$ cat src/rtl/muldiv_iter.sv
module muldiv_iter #(
  parameter int W = 16
) (
  input  logic         clk,
  input  logic         rst_n,
  input  logic         start,
  input  logic         op_div,
  input  logic         is_signed,
  input  logic [W-1:0] opa,
  input  logic [W-1:0] opb,
  output logic         busy,
  output logic         done,
  output logic [W-1:0] res_main,
  output logic [W-1:0] res_aux
);
  localparam int CW = $clog2(W) + 1;

  logic [W-1:0]  acc, mpl, mcd;
  logic [CW-1:0] cnt;
  logic          op_q, neg_q, neg_r, bzero;

  wire          a_neg = is_signed & opa[W-1];
  wire          b_neg = is_signed & opb[W-1];
  wire [W-1:0]  a_mag = a_neg ? -opa : opa;
  wire [W-1:0]  b_mag = b_neg ? -opb : opb;

  function automatic logic [CW-1:0] top_bit(input logic [W-1:0] v);
    logic [CW-1:0] p;
    p = CW'(1);
    for (int i = 0; i < W; i++)
      if (v[i]) p = CW'(i + 1);
    return p;
  endfunction

  wire [W-1:0] mul_acc = acc + (mpl[0] ? mcd : '0);
  wire [W:0]   shifted = {acc, mpl[W-1]};
  wire         fits    = shifted >= {1'b0, mcd};
  wire [W:0]   diff    = shifted - {1'b0, mcd};
  wire [W-1:0] div_rem = fits ? diff[W-1:0] : shifted[W-1:0];
  wire [W-1:0] div_quo = {mpl[W-2:0], fits};
  wire         last    = (cnt == CW'(1));

  always_ff @(posedge clk) begin
    if (!rst_n) begin
      busy <= 1'b0; done <= 1'b0; cnt <= '0;
      acc <= '0; mpl <= '0; mcd <= '0;
      op_q <= 1'b0; neg_q <= 1'b0; neg_r <= 1'b0; bzero <= 1'b0;
      res_main <= '0; res_aux <= '0;
    end else begin
      done <= 1'b0;
      if (!busy) begin
        if (start) begin
          busy  <= 1'b1;
          op_q  <= op_div;
          neg_q <= a_neg ^ b_neg;
          neg_r <= a_neg;
          bzero <= (opb == '0);
          acc   <= '0;
          mpl   <= op_div ? a_mag : b_mag;
          mcd   <= op_div ? b_mag : a_mag;
          cnt   <= op_div ? CW'(W) : top_bit(b_mag);
        end
      end else begin
        cnt <= cnt - CW'(1);
        if (op_q) begin
          acc <= div_rem;
          mpl <= div_quo;
        end else begin
          acc <= mul_acc;
          mpl <= mpl >> 1;
          mcd <= mcd << 1;
        end
        if (last) begin
          busy <= 1'b0;
          done <= 1'b1;
          if (op_q) begin
            res_main <= bzero ? '1 : (neg_q ? -div_quo : div_quo);
            res_aux  <= neg_r ? -div_rem : div_rem;
          end else begin
            res_main <= neg_q ? -mul_acc : mul_acc;
            res_aux  <= '0;
          end
        end
      end
    end
  end

  logic [CW:0] div_cycles;
  always_ff @(posedge clk) begin
    if (!rst_n)             div_cycles <= '0;
    else if (!busy && start) div_cycles <= '0;
    else if (busy)          div_cycles <= div_cycles + 1'b1;
  end


  done_pulse_chk: assert property (@(posedge clk) disable iff (!rst_n)
    done |=> !done);

  busy_ends_chk: assert property (@(posedge clk) disable iff (!rst_n)
    busy |=> (busy || done));

  idle_stays_chk: assert property (@(posedge clk) disable iff (!rst_n)
    (!busy && !start) |=> !busy);

  div_len_chk: assert property (@(posedge clk) disable iff (!rst_n)
    (done && op_q) |-> (div_cycles == (CW+1)'(W)));

  res_hold_chk: assert property (@(posedge clk) disable iff (!rst_n)
    !done |-> ($stable(res_main) && $stable(res_aux)));

  no_restart_chk: assert property (@(posedge clk) disable iff (!rst_n)
    (busy && !last) |=> busy);
endmodule

$ cat config.mk
export PLATFORM = sky130hd
export DESIGN_NAME = muldiv_iter
export DESIGN_NICKNAME = d
export VERILOG_FILES = /design/src/rtl/muldiv_iter.sv
export SDC_FILE = /design/constraint.sdc
export NUM_CORES = 1
export LEC_CHECK = 0
export ABC_AREA = 1
export BUFFER_PORTS_ARGS = -buffer_cell sky130_fd_sc_hd__buf_2
export CORE_ASPECT_RATIO = 1.5
export CORE_MARGIN = 4
export CORE_UTILIZATION = 45
export DETAILED_ROUTE_END_ITERATION = 7
export GPL_ROUTABILITY_DRIVEN = 1
export PLACE_DENSITY_LB_ADDON = 0.3
export REMOVE_ABC_BUFFERS = 1
export SLEW_MARGIN = 10
export SYNTH_ARGS = -nofsm -noshare
export SYNTH_HDL_FRONTEND = slang
export SYNTH_SLANG_ARGS = --single-unit
$ cat constraint.sdc
create_clock -name clk -period 2.8 [get_ports clk]
set_input_delay 0.14 -clock clk [delete_from_list [all_inputs] [get_ports clk]]
set_output_delay 0.14 -clock clk [all_outputs]
set_load 0.03 [all_outputs]
# After elaboration in Yosys (flattened, before gate mapping)
# Index checks and enable logic that the tools add are counted.
dict set report op_classes {
  reduce_logical 6
  n_eq_ne 2
  magnitude_cmp 1
  n_addsub 8
  mux 43
  bitwise 4
}
# op count
set ops {}
lappend ops {{$mux 16} 21}
lappend ops {{$mux 5} 17}
lappend ops {{$neg 16->16} 5}
lappend ops {{$ge 17x16->1} 1}
lappend ops {{$add 16x16->16} 1}
lappend ops {{$logic_not 16->1} 1}
lappend ops {{$sub 16x16->16} 1}
lappend ops {{$reduce_and 2->1} 4}
lappend ops {{$eq 5x1->1 const B} 1}
lappend ops {{$sub 5x1->5 const B} 1}
lappend ops {{$mux 1} 4}
lappend ops {{$and 1x1->1} 2}
lappend ops {{$mux 2} 1}
lappend ops {{$ne 2x2->1 const B} 1}
lappend ops {{$reduce_bool 2->1} 1}
lappend ops {{$not 1->1} 1}
lappend ops {{$xor 1x1->1} 1}
dict set report word_totals {
  input_bits 37
  register_bits 91
  elab_cells 76
  output_inout_bits 34
}

# Logic depth before layout (Yosys ltp)
# Gate-level depths: netlist (run 1).
dict set report logic_depth {
  word_depth 20
  ltp_mapped 24
  mapped_depth_nobuf 24
}

# Worst setup path after synthesis (run 1)
# OpenSTA, ideal clock, no wires.
dict set report synth_path {
  path_kind {register to register}
  from {register mcd[11]}
  to {register res_main[14]}
  arrival_time_ns 2.756
  path_slack_ns -0.014
  path_buffers 0
  stages_incl_launch_ff 25
  t_required_ns 2.741
  synth_period_minus_slack_ns 2.814
  setup_time_ns 0.059
  path_cell_list {dfxtp_1 > inv_1 > ha_1 > nand2_1 > inv_1 > nand2_1 > nand2_1 > nand2_1 > nand2_2 > nor2_4 > nand2_4 > inv_2 > ha_1 > inv_1 > nor3_1 > nand3_1 > inv_1 > nand3_1 > nand2_1 > o21ai_0 > o21ai_0 > a21oi_1 > nor2_1 > nand3_1 > nand2_1}
}
dict set report synth_between {
  elab_chain_len 5
  elab_cells_between_ends 9
  classes_between {add/sub: 3; order compare: 1; mux: 5}
}
# item line_no
set synth_lines {}
lappend synth_lines {{from (decl)} 18} ;# logic [W-1:0] acc, mpl, mcd;
lappend synth_lines {{from (signal assigned)} 60} ;# mcd <= op_div ? b_mag : a_mag;
lappend synth_lines {{from (signal assigned)} 71} ;# mcd <= mcd << 1;
lappend synth_lines {{$mux 16 / $ge 17x16->1 (equally long branches)} {35, 37}}
lappend synth_lines {{$add 16x16->16 / $neg 16->16 (equally long branches)} {35, 77}}
lappend synth_lines {{$neg 16->16 / $mux 16 (equally long branches)} {80, 77}}
lappend synth_lines {{$mux 16 (on tied branches)} {80, 77}}
lappend synth_lines {{$mux 16 (*)} 76} ;# if (op_q) begin
lappend synth_lines {{to (signal assigned)} 77} ;# res_main <= bzero ? '1 : (neg_q ? -div_quo : div_quo);
lappend synth_lines {{to (signal assigned)} 80} ;# res_main <= neg_q ? -mul_acc : mul_acc;
lappend synth_lines {{to (decl)} 13} ;# output logic [W-1:0] res_main,
# Mark *: on every way between the ends. The rest lies on a longest branch, timed or not.
# A chain may end at the register's enable or synchronous reset.

# Final worst setup path (run 1)
dict set report layout_path {
  from {register mpl[0]}
  to {register res_main[10]}
}
dict set report layout_between {
  elab_chain_len 5
  elab_cells_between_ends 8
  classes_between {add/sub: 3; mux: 5}
}
# item line_no
set layout_lines {}
lappend layout_lines {{from (decl)} 18}
lappend layout_lines {{from (signal assigned)} 59} ;# mpl <= op_div ? a_mag : b_mag;
lappend layout_lines {{from (signal assigned)} 67} ;# mpl <= div_quo;
lappend layout_lines {{from (signal assigned)} 70} ;# mpl <= mpl >> 1;
lappend layout_lines {{$mux 16} 35} ;# wire [W-1:0] mul_acc = acc + (mpl[0] ? mcd : '0);
lappend layout_lines {{$add 16x16->16} 35}
lappend layout_lines {{$neg 16->16} 80}
lappend layout_lines {{$mux 16} 80}
lappend layout_lines {{$mux 16 (*)} 76}
# Marked as above.

==> results by group, run 1 <==
Route
  – Vias/cell: roughly 5.6
  – Routed wire length: 31690 um
  – WL per Instance: between 15 and 20 um
  – DRC Markers: 0
  – Drt initial violations: 761
  – Antenna Nets Post-Route: 0
  – TritonRoute pass-1 iters: 6
  – Routed via count: 10057

Floorplan
  – Row cnt: 60
  – Die height: approximately 170 um
  – Io pins: slightly above 70
  – Die Wd: roughly 120 um
  – Core area: ~18000 sq um
  – Die area: ~21000 sq um
  – Initial Util: a little under half

STA
  – Final hold violation count: 0
  – Final setup fails: 0
  – Max Slew Vio Count: 0
  – Max Fclk: between 300 and 400 MHz
  – Min Tclk post-route: 2.707 ns
  – Final worst clock skew: ~0.011 ns
  – RSZ-0062 raised after global routing: true
  – Least-Margin Pin Slew: ~0.90 ns
  – Fin crit share: around 97%
  – Slew headroom: 39.59%
  – Final WS setup: 0.09299 ns

Placement
  – Final HPWL DP: between 20000 and 25000 um
  – RD Place Congestion: between 1 and 1.5
  – Pre-CTS WS: -0.08527 ns
  – PortBufs: 70

Setup path
  – Worst setup SP type: register
  – Crit path required time: between 3 and 4 ns
  – Worst-path maximum fanout: 5
  – WS Path Type: reg -> reg
  – Crit. End Element: register
  – Worst Path Arrival: 2.95 ns

Cells and area
  – ANT cells: 0
  – Area delta synth->final: 29.36%
  – Layout fillers: ~1800
  – Fraction of layout cells with a size suffix above 1: approximately a quarter
  – Most frequent cells in the layout: nand2_1 (391), inv_1 (201), buf_4 (141)
  – Nets: ~1700
  – Most common cell after layout, fill and taps aside: nand2_1
  – Final core occ: between 50% and 60%

GRT
  – GR Util All Layers: 29.29%
  – Vias in the first global route: ~9700
  – Initial antenna violation count: 0
  – First-pass GRT wire length: just under 50000 um
  – Global route overflow: 0
  – Largest net degree at the start of global routing: 39

Clock network
  – TritonCTS buffer count: 9
  – Sink Count: 91
  – Clock slew at reported path FFs: about 0.070 ns
  – Clock Latency Late Sink: around 0.35 ns
  – # hold bufs at CTS: 0
  – CTS tree: done
  – Max clock buf depth: 2
  – Clock root buffer master: clkbuf_16
  – CTS H-tree lvls: 3

Flow run
  – Max_cap viols: 0

Power and ir drop
  – Combinational Power Share: 54.6%
  – Pint: between 3 and 4 mW
  – Sequential share of power: between 20% and 30%
  – Pwr Density: about 560 nW/um^2
  – Pleak: around 5.6 nW
  – Max VDD drop: approximately 290 uV
  – Switch Pwr: approximately 2.7 mW
  – Sw Share: 44.44%
  – Clock network fraction of design power: roughly a fifth

Synthesis
  – Async SR Flop Fraction: 0%
  – FF+latch count, synth: between 90 and 100
  – Primary FF master, synth: dfxtp_1
  – Post-Synthesis Cells: between 1000 and 1500
  – Mapped Avg Cell Area: 5.905 sq um
  – Sequential element share of the synthesized area: 21.94%
  – Cell Area, Synth: a little over 8000 sq um
  – Yosys cell types: 52
  – Ys Warns: 0
  – EDFF count, synth: 0

Run status
  – Outcome: complete, no violations

Min path
  – Worst Hold Class: in -> reg
power by group through the flow:
stage          registers (mW)  logic [mW]  clock network, mW
2_1_floorplan            1.50        1.73                  0
3_3_place_gp             1.47        2.89                  0
3_5_place_dp             1.47        2.93                  0
4_1_cts                  1.44        2.98               1.30
5_1_grt                  1.47        3.58               1.35
6_report                 1.46        3.30               1.29
worst max-delay path, stage by stage (launching register included):
cell     delay [ns]
dfxtp_4        0.37
nand2_2        0.06
inv_2          0.06
ha_4           0.12
inv_2          0.04
fa_2           0.37
inv_2          0.08
nand3_2        0.06
nand2_2        0.09
xor2_2         0.19
buf_4          0.14
buf_4          0.11
nand2_1        0.08
nor2_2         0.14
nand4_1        0.21
nand2_2        0.18
o21ai_0        0.09
nor2_1         0.15
nor2_1         0.05
per-layer routing:
metal / global-route usage [%] / vias up / part of all wire [%]
li1: - / 4927 / -
met1: 29.94 / 4605 / 36
met2: 54.26 / 386 / 51
met5: 0 / - / 0
met4: 21.46 / 0 / 7.9
met3: 3.190 / 139 / 5.1
repair_timing:
item	4_1_cts	5_1_grt
setup buffers	0	7
pin swaps	4	43
cloned	1	0
setup endpoints to repair	11	25
resized for setup	10	141
final cells by class:
| cell class | instances | area [sq um] | share of cell area, % |
|---|---|---|---|
| multi-input cells | 1045 | 6013 | 55.99 |
| clock buffers | 9 | 225.2 | 2.097 |
| repair buffers | 213 | 1440 | 13.41 |
| clock inverters | 7 | 73.82 | 0.6873 |
| well taps | 217 | 271.5 | 2.528 |
| flip-flops and latches | 91 | 1852 | 17.24 |
| inverters | 229 | 864.6 | 8.050 |
Yosys cell counts (6+ instances only):
| library cell | count | area share [%] |
|---|---|---|
| ha_1 | 38 | 5.7 |
| a21oi_1 | 77 | 4.6 |
| a31oi_1 | 16 | 1.2 |
| buf_2 | 7 | 0.42 |
| nand2_4 | 6 | 0.81 |
| inv_2 | 9 | 0.41 |
| o221ai_1 | 19 | 2.0 |
| dfxtp_1 | 91 | 22 |
| xor2_1 | 26 | 2.7 |
| inv_1 | 218 | 9.9 |
| clkbuf_1 | 30 | 1.4 |
| o211ai_1 | 8 | 0.72 |
| nand2_1 | 419 | 19 |
| nor3_1 | 17 | 1.0 |
| nand3_1 | 95 | 5.7 |
| xnor2_1 | 11 | 1.2 |
| o22ai_1 | 16 | 1.2 |
| a22oi_1 | 11 | 0.99 |
| nand2_2 | 17 | 1.3 |
| o21ai_0 | 72 | 4.3 |
| nor2_1 | 120 | 5.4 |
| nand4_1 | 20 | 1.5 |
worst paths after layout:
check             startpoint  slack (ns)            to  depth (start not counted)
hold / removal        opa[0]        0.07        mcd[0]                          3
hold reg to reg   res_aux[4]        0.45    res_aux[4]                          2
setup reg to reg      mpl[0]        0.09  res_main[10]                         18
setup / recovery      mpl[0]        0.09  res_main[10]                         18
registers in the layout, indices dropped and copies added, names as in the netlist:
signal,count
done,1
busy,1
bzero,1
mcd,16
mpl,16
cnt,5
neg_q,1
res_main,16
neg_r,1
op_q,1
acc,16
res_aux,16
stage by stage:
step | hold slack [ns] | total power [mW] | setup TNS (ns) | cell area, sq um | std cells
global route | 0.09833 | 6.402 | -0.1931 | 10740 | 1811
CTS | 0.07185 | 5.730 | -0.008072 | 10090 | 1804
global placement | 0.4318 | 4.360 | -0.04997 | 9757 | 1787
detailed placement | 0.4359 | 4.401 | -0.1666 | 9757 | 1787
floorplan | 0.2376 | 3.223 | -3.495 | 8109 | 1364
finish | 0.06638 | 6.053 | 0 | 10740 | 1811
cells by family after synthesis:
kind of cell             share of synthesized area, %
AO/OA/AOI/OAI                                   18.08
XOR/XNOR                                        3.903
adder cells (fa/ha/maj)                         6.209
buffers and inverters                           12.69
flip-flops                                      21.94
AND/OR/NAND/NOR                                 37.18
Note: power is estimated with default switching activity, not from simulation.
==> inputs of run 2 (changes only) <==
--- a/config.mk
+++ b/config.mk
@@ -5,7 +5,6 @@
 export SDC_FILE = /design/constraint.sdc
 export NUM_CORES = 1
 export LEC_CHECK = 0
-export ABC_AREA = 1
 export BUFFER_PORTS_ARGS = -buffer_cell sky130_fd_sc_hd__buf_2
 export CORE_ASPECT_RATIO = 1.5
 export CORE_MARGIN = 4
==> run 2 against run 1 <==
Effect of this change:
- the flow now finishes with violations (negative setup slack)
- first-iteration DRC count is 13% lower
- routed wire length down 1.8%
- sequential share of layout area fell by 1.9 points
- cell count is 14% lower
- combinational power up 1%
- critical path type unchanged
- critical endpoint is now res_main[15]
==> results by group, run 2 <==
Route
  – Antenna Nets Post-Route: 0 (unchanged)
  – DRC Markers: 0 (unchanged)
  – Vias/cell: 5.972 (+7.5%)
  – Routed wire length: 31120 um (-1.8%)
  – Routed via count: 9310 (-7.4%)
  – WL per Instance: 19.96 um (+14%)
  – TritonRoute pass-1 iters: 5 (-1)
  – Drt initial violations: 665 (-13%)

GRT
  – First-pass GRT wire length: 46440 um (-3.5%)
  – Largest net degree at the start of global routing: 67 (+72%)
  – GR Layer Usage met3: 3.664% (+0.47 points)
  – Most Crowded Layer GR: met2
  – Vias in the first global route: 9269 (-4.5%)
  – GR Util All Layers: 29.72% (+0.43 points)
  – Initial antenna violation count: 0 (unchanged)
  – Global route overflow: 0 (unchanged)
  – GRT met2 Usage: 53.61% (-0.65 points)
  – M1 GR Usage: 30.94% (+1.0 points)

STA
  – Final hold violation count: 0 (unchanged)
  – Slew headroom: 40.21% (+0.61 points)
  – RSZ-0062 raised after global routing: true
  – Fin crit share: 126.3% (+30 points)
  – Final setup fails: 33 (+33)
  – Max Fclk: 282.9 MHz (-23%)
  – Least-Margin Pin Slew: 0.8936 ns (-0.01125 ns)
  – Post-route setup TNS: -9.002 ns (-9.002 ns)
  – Final worst clock skew: 0.01445 ns (+0.003488 ns)
  – Final WS setup: -0.7351 ns (-0.8280 ns)
  – Min Tclk post-route: 3.535 ns (+0.8280 ns)
  – Max Slew Vio Count: 0 (unchanged)

Synthesis
  – Async SR Flop Fraction: 0% (unchanged)
  – Largest cells by area after synthesis: dfxtp_1 (23%), xnor2_1 (7.2%), nand2_1 (6.3%), ha_1 (6.0%), o21ai_0 (5.4%)
  – EDFF count, synth: 0 (unchanged)
  – FF+latch count, synth: 91 (unchanged)
  – Area leader, netlist: dfxtp_1
  – Synth top area share: 23.02% (+1.1 points)
  – Most common cell in the netlist: nand2_1
  – Sequential element share of the synthesized area: 23.02% (+1.1 points)
  – Cell Area, Synth: 7913 sq um (-4.7%)
  – Post-Synthesis Cells: 1063 (-24%)
  – Synth cell count leaders: nand2_1 (132), nor2_1 (94), dfxtp_1 (91), o21ai_0 (85), xnor2_1 (65)
  – Mapped Avg Cell Area: 7.444 sq um (+26%)
  – Ys Warns: 0 (unchanged)
  – Yosys cell types: 63 (+21%)
  – Primary FF master, synth: dfxtp_1

Run status
  – Outcome: complete, but fails checks
  – Failing checks: negative setup slack

Setup path
  – Worst-path maximum fanout: 3 (-2)
  – CP delay by family, top: simple AND/OR/NAND/NOR gates
  – Critical Path Max Stage Delay: 0.51 ns (+0.14 ns)
  – Crit. End Element: register
  – Worst setup SP type: register
  – Cell breakdown of the critical path: and2_4 -> ha_4 -> inv_2 -> fa_2 -> nor2b_4 -> buf_4 -> o211ai_1 -> buf_4 -> a22oi_2 -> xnor2_1 -> or4b_4 -> or4_4 -> o41ai_4 -> xnor2_1 -> o311a_1
  – Worst Path Arrival: 3.79 ns (+0.84 ns)
  – WS Path Type: reg -> reg
  – WP buf/inv: 3 (-2)
  – Crit path required time: 3.05 ns (about the same)
  – Worst path slowest cell: or4b_4

Clock network
  – Sink Count: 91 (unchanged)
  – TritonCTS buffer count: 9 (unchanged)
  – CTS tree: done
  – Clock Latency Late Sink: 0.36 ns (about the same)
  – Max clock buf depth: 2 (unchanged)
  – CTS H-tree lvls: 3 (unchanged)
  – Clock root buffer master: clkbuf_16
  – Clock slew at reported path FFs: 0.08 ns (about the same)

Cells and area
  – Area occupied by multi-input gates: 6932 sq um (+15%)
  – Non-Filler Instances: 1559 (-14%)
  – Area delta synth->final: 51.99%
  – Most frequent cells in the layout: buf_4 (213), nand2_1 (120), nor2_1 (86)
  – Layout fillers: 1283 (-28%)
  – ANT cells: 0 (unchanged)
  – Sequential Area: 1844 sq um (-0.41%)
  – Nets: 1418 (-15%)
  – Fraction of layout cells with a size suffix above 1: 40.71% (+15 points)
  – Most common cell after layout, fill and taps aside: buf_4

Placement
  – Final HPWL DP: 21020 um (-15%)
  – Pre-CTS WS: -0.9394 ns (-0.8541 ns)
  – PortBufs: 70 (unchanged)
  – Placed insts: 1497 (-16%)
  – RD Place Congestion: 0.9657 (-9.0%)

Floorplan
  – Die area: 19810 sq um (-4.4%)
  – Core area: 17350 sq um (-3.7%)
  – Row cnt: 59 (-1.7%)
  – Die height: 170.4 um (-2.3%)
  – Die Wd: 116.3 um (-2.2%)
  – Initial Util: 45.61% (-0.47 points)
  – Io pins: 71 (unchanged)

Power and ir drop
  – Pleak: 5.184 nW (-7.3%)
  – Pwr Density: 510.1 nW/um^2 (-9.5%)
  – Max VDD drop: 275.5 uV (-6.3%)

Flow run
  – Max_cap viols: 0 (unchanged)

Min path
  – Worst Hold Class: in -> reg
run 2: final timing paths:
kind,slack [ns],endpoint,cells after the start,start
max,-0.74,res_main[15],15,mcd[0]
min,0.10,neg_q,3,is_signed
max reg2reg,-0.74,res_main[15],15,mcd[0]
min reg2reg,0.44,res_aux[8],2,res_aux[8]
run 2: worst min-delay path, cell delays in order:
cell and delay [ns]:
buf_2 0.13, nand3_1 0.07, a21boi_0 0.07
run 2: routing by layer:
metal	part of all wire, %	vias to the layer above
met2	51	405
met4	7.7	0
met5	0	-
met3	4.8	145
li1	-	4374
met1	36	4386
run 2: metrics by stage:
step	utilization, %	hold slack [ns]	instance area [sq um]	power [mW]
after floorplan	-	0.2390	7684	2.618
after global placement	57.03	0.4275	9893	3.599
after detailed placement	57.03	0.4371	9893	3.621
after CTS	65.32	0.1015	11330	5.714
after global routing	69.33	0.1452	12030	6.369
final	69.33	0.1023	12030	6.134
run 2: layout make-up:
type	count	share of cell area, %
flip-flops and latches	91	15.34
clock inverters	6	0.6450
clock buffers	10	1.987
multi-input cells	870	57.64
well taps	213	2.216
inverters	41	1.384
repair buffers	328	20.80
run 2: cells by family (layout without fill, tap and decap cells):
group	count (synthesis)	count (layout)	synth area share [%]
buffers and inverters	102	385	4.839
xor gates and xnor gates	98	98	10.85
muxes	44	44	5.708
adders and majority gates	40	40	6.515
AOI/OAI and AO/OA	341	341	28.91
DFF	91	91	23.02
and+or+nand+nor	347	347	20.16
run 2: power breakdown:
group | leakage [nW] | switching [mW] | internal, mW
Combinational | 4.28 | 1.70 | 1.64
Sequential | 0.748 | 0.0863 | 1.36
Clock | 0.154 | 0.612 | 0.737
Total | 5.18 | 2.39 | 3.74
run 2: timing repair:
item | 4_1_cts | 5_1_grt
setup endpoints to repair | 46 | 44
resized for setup | 227 | 112
pin swaps | 83 | 64
gates cloned | 1 | 0
buffers inserted | 29 | 22
hold buffers | 0 | 0
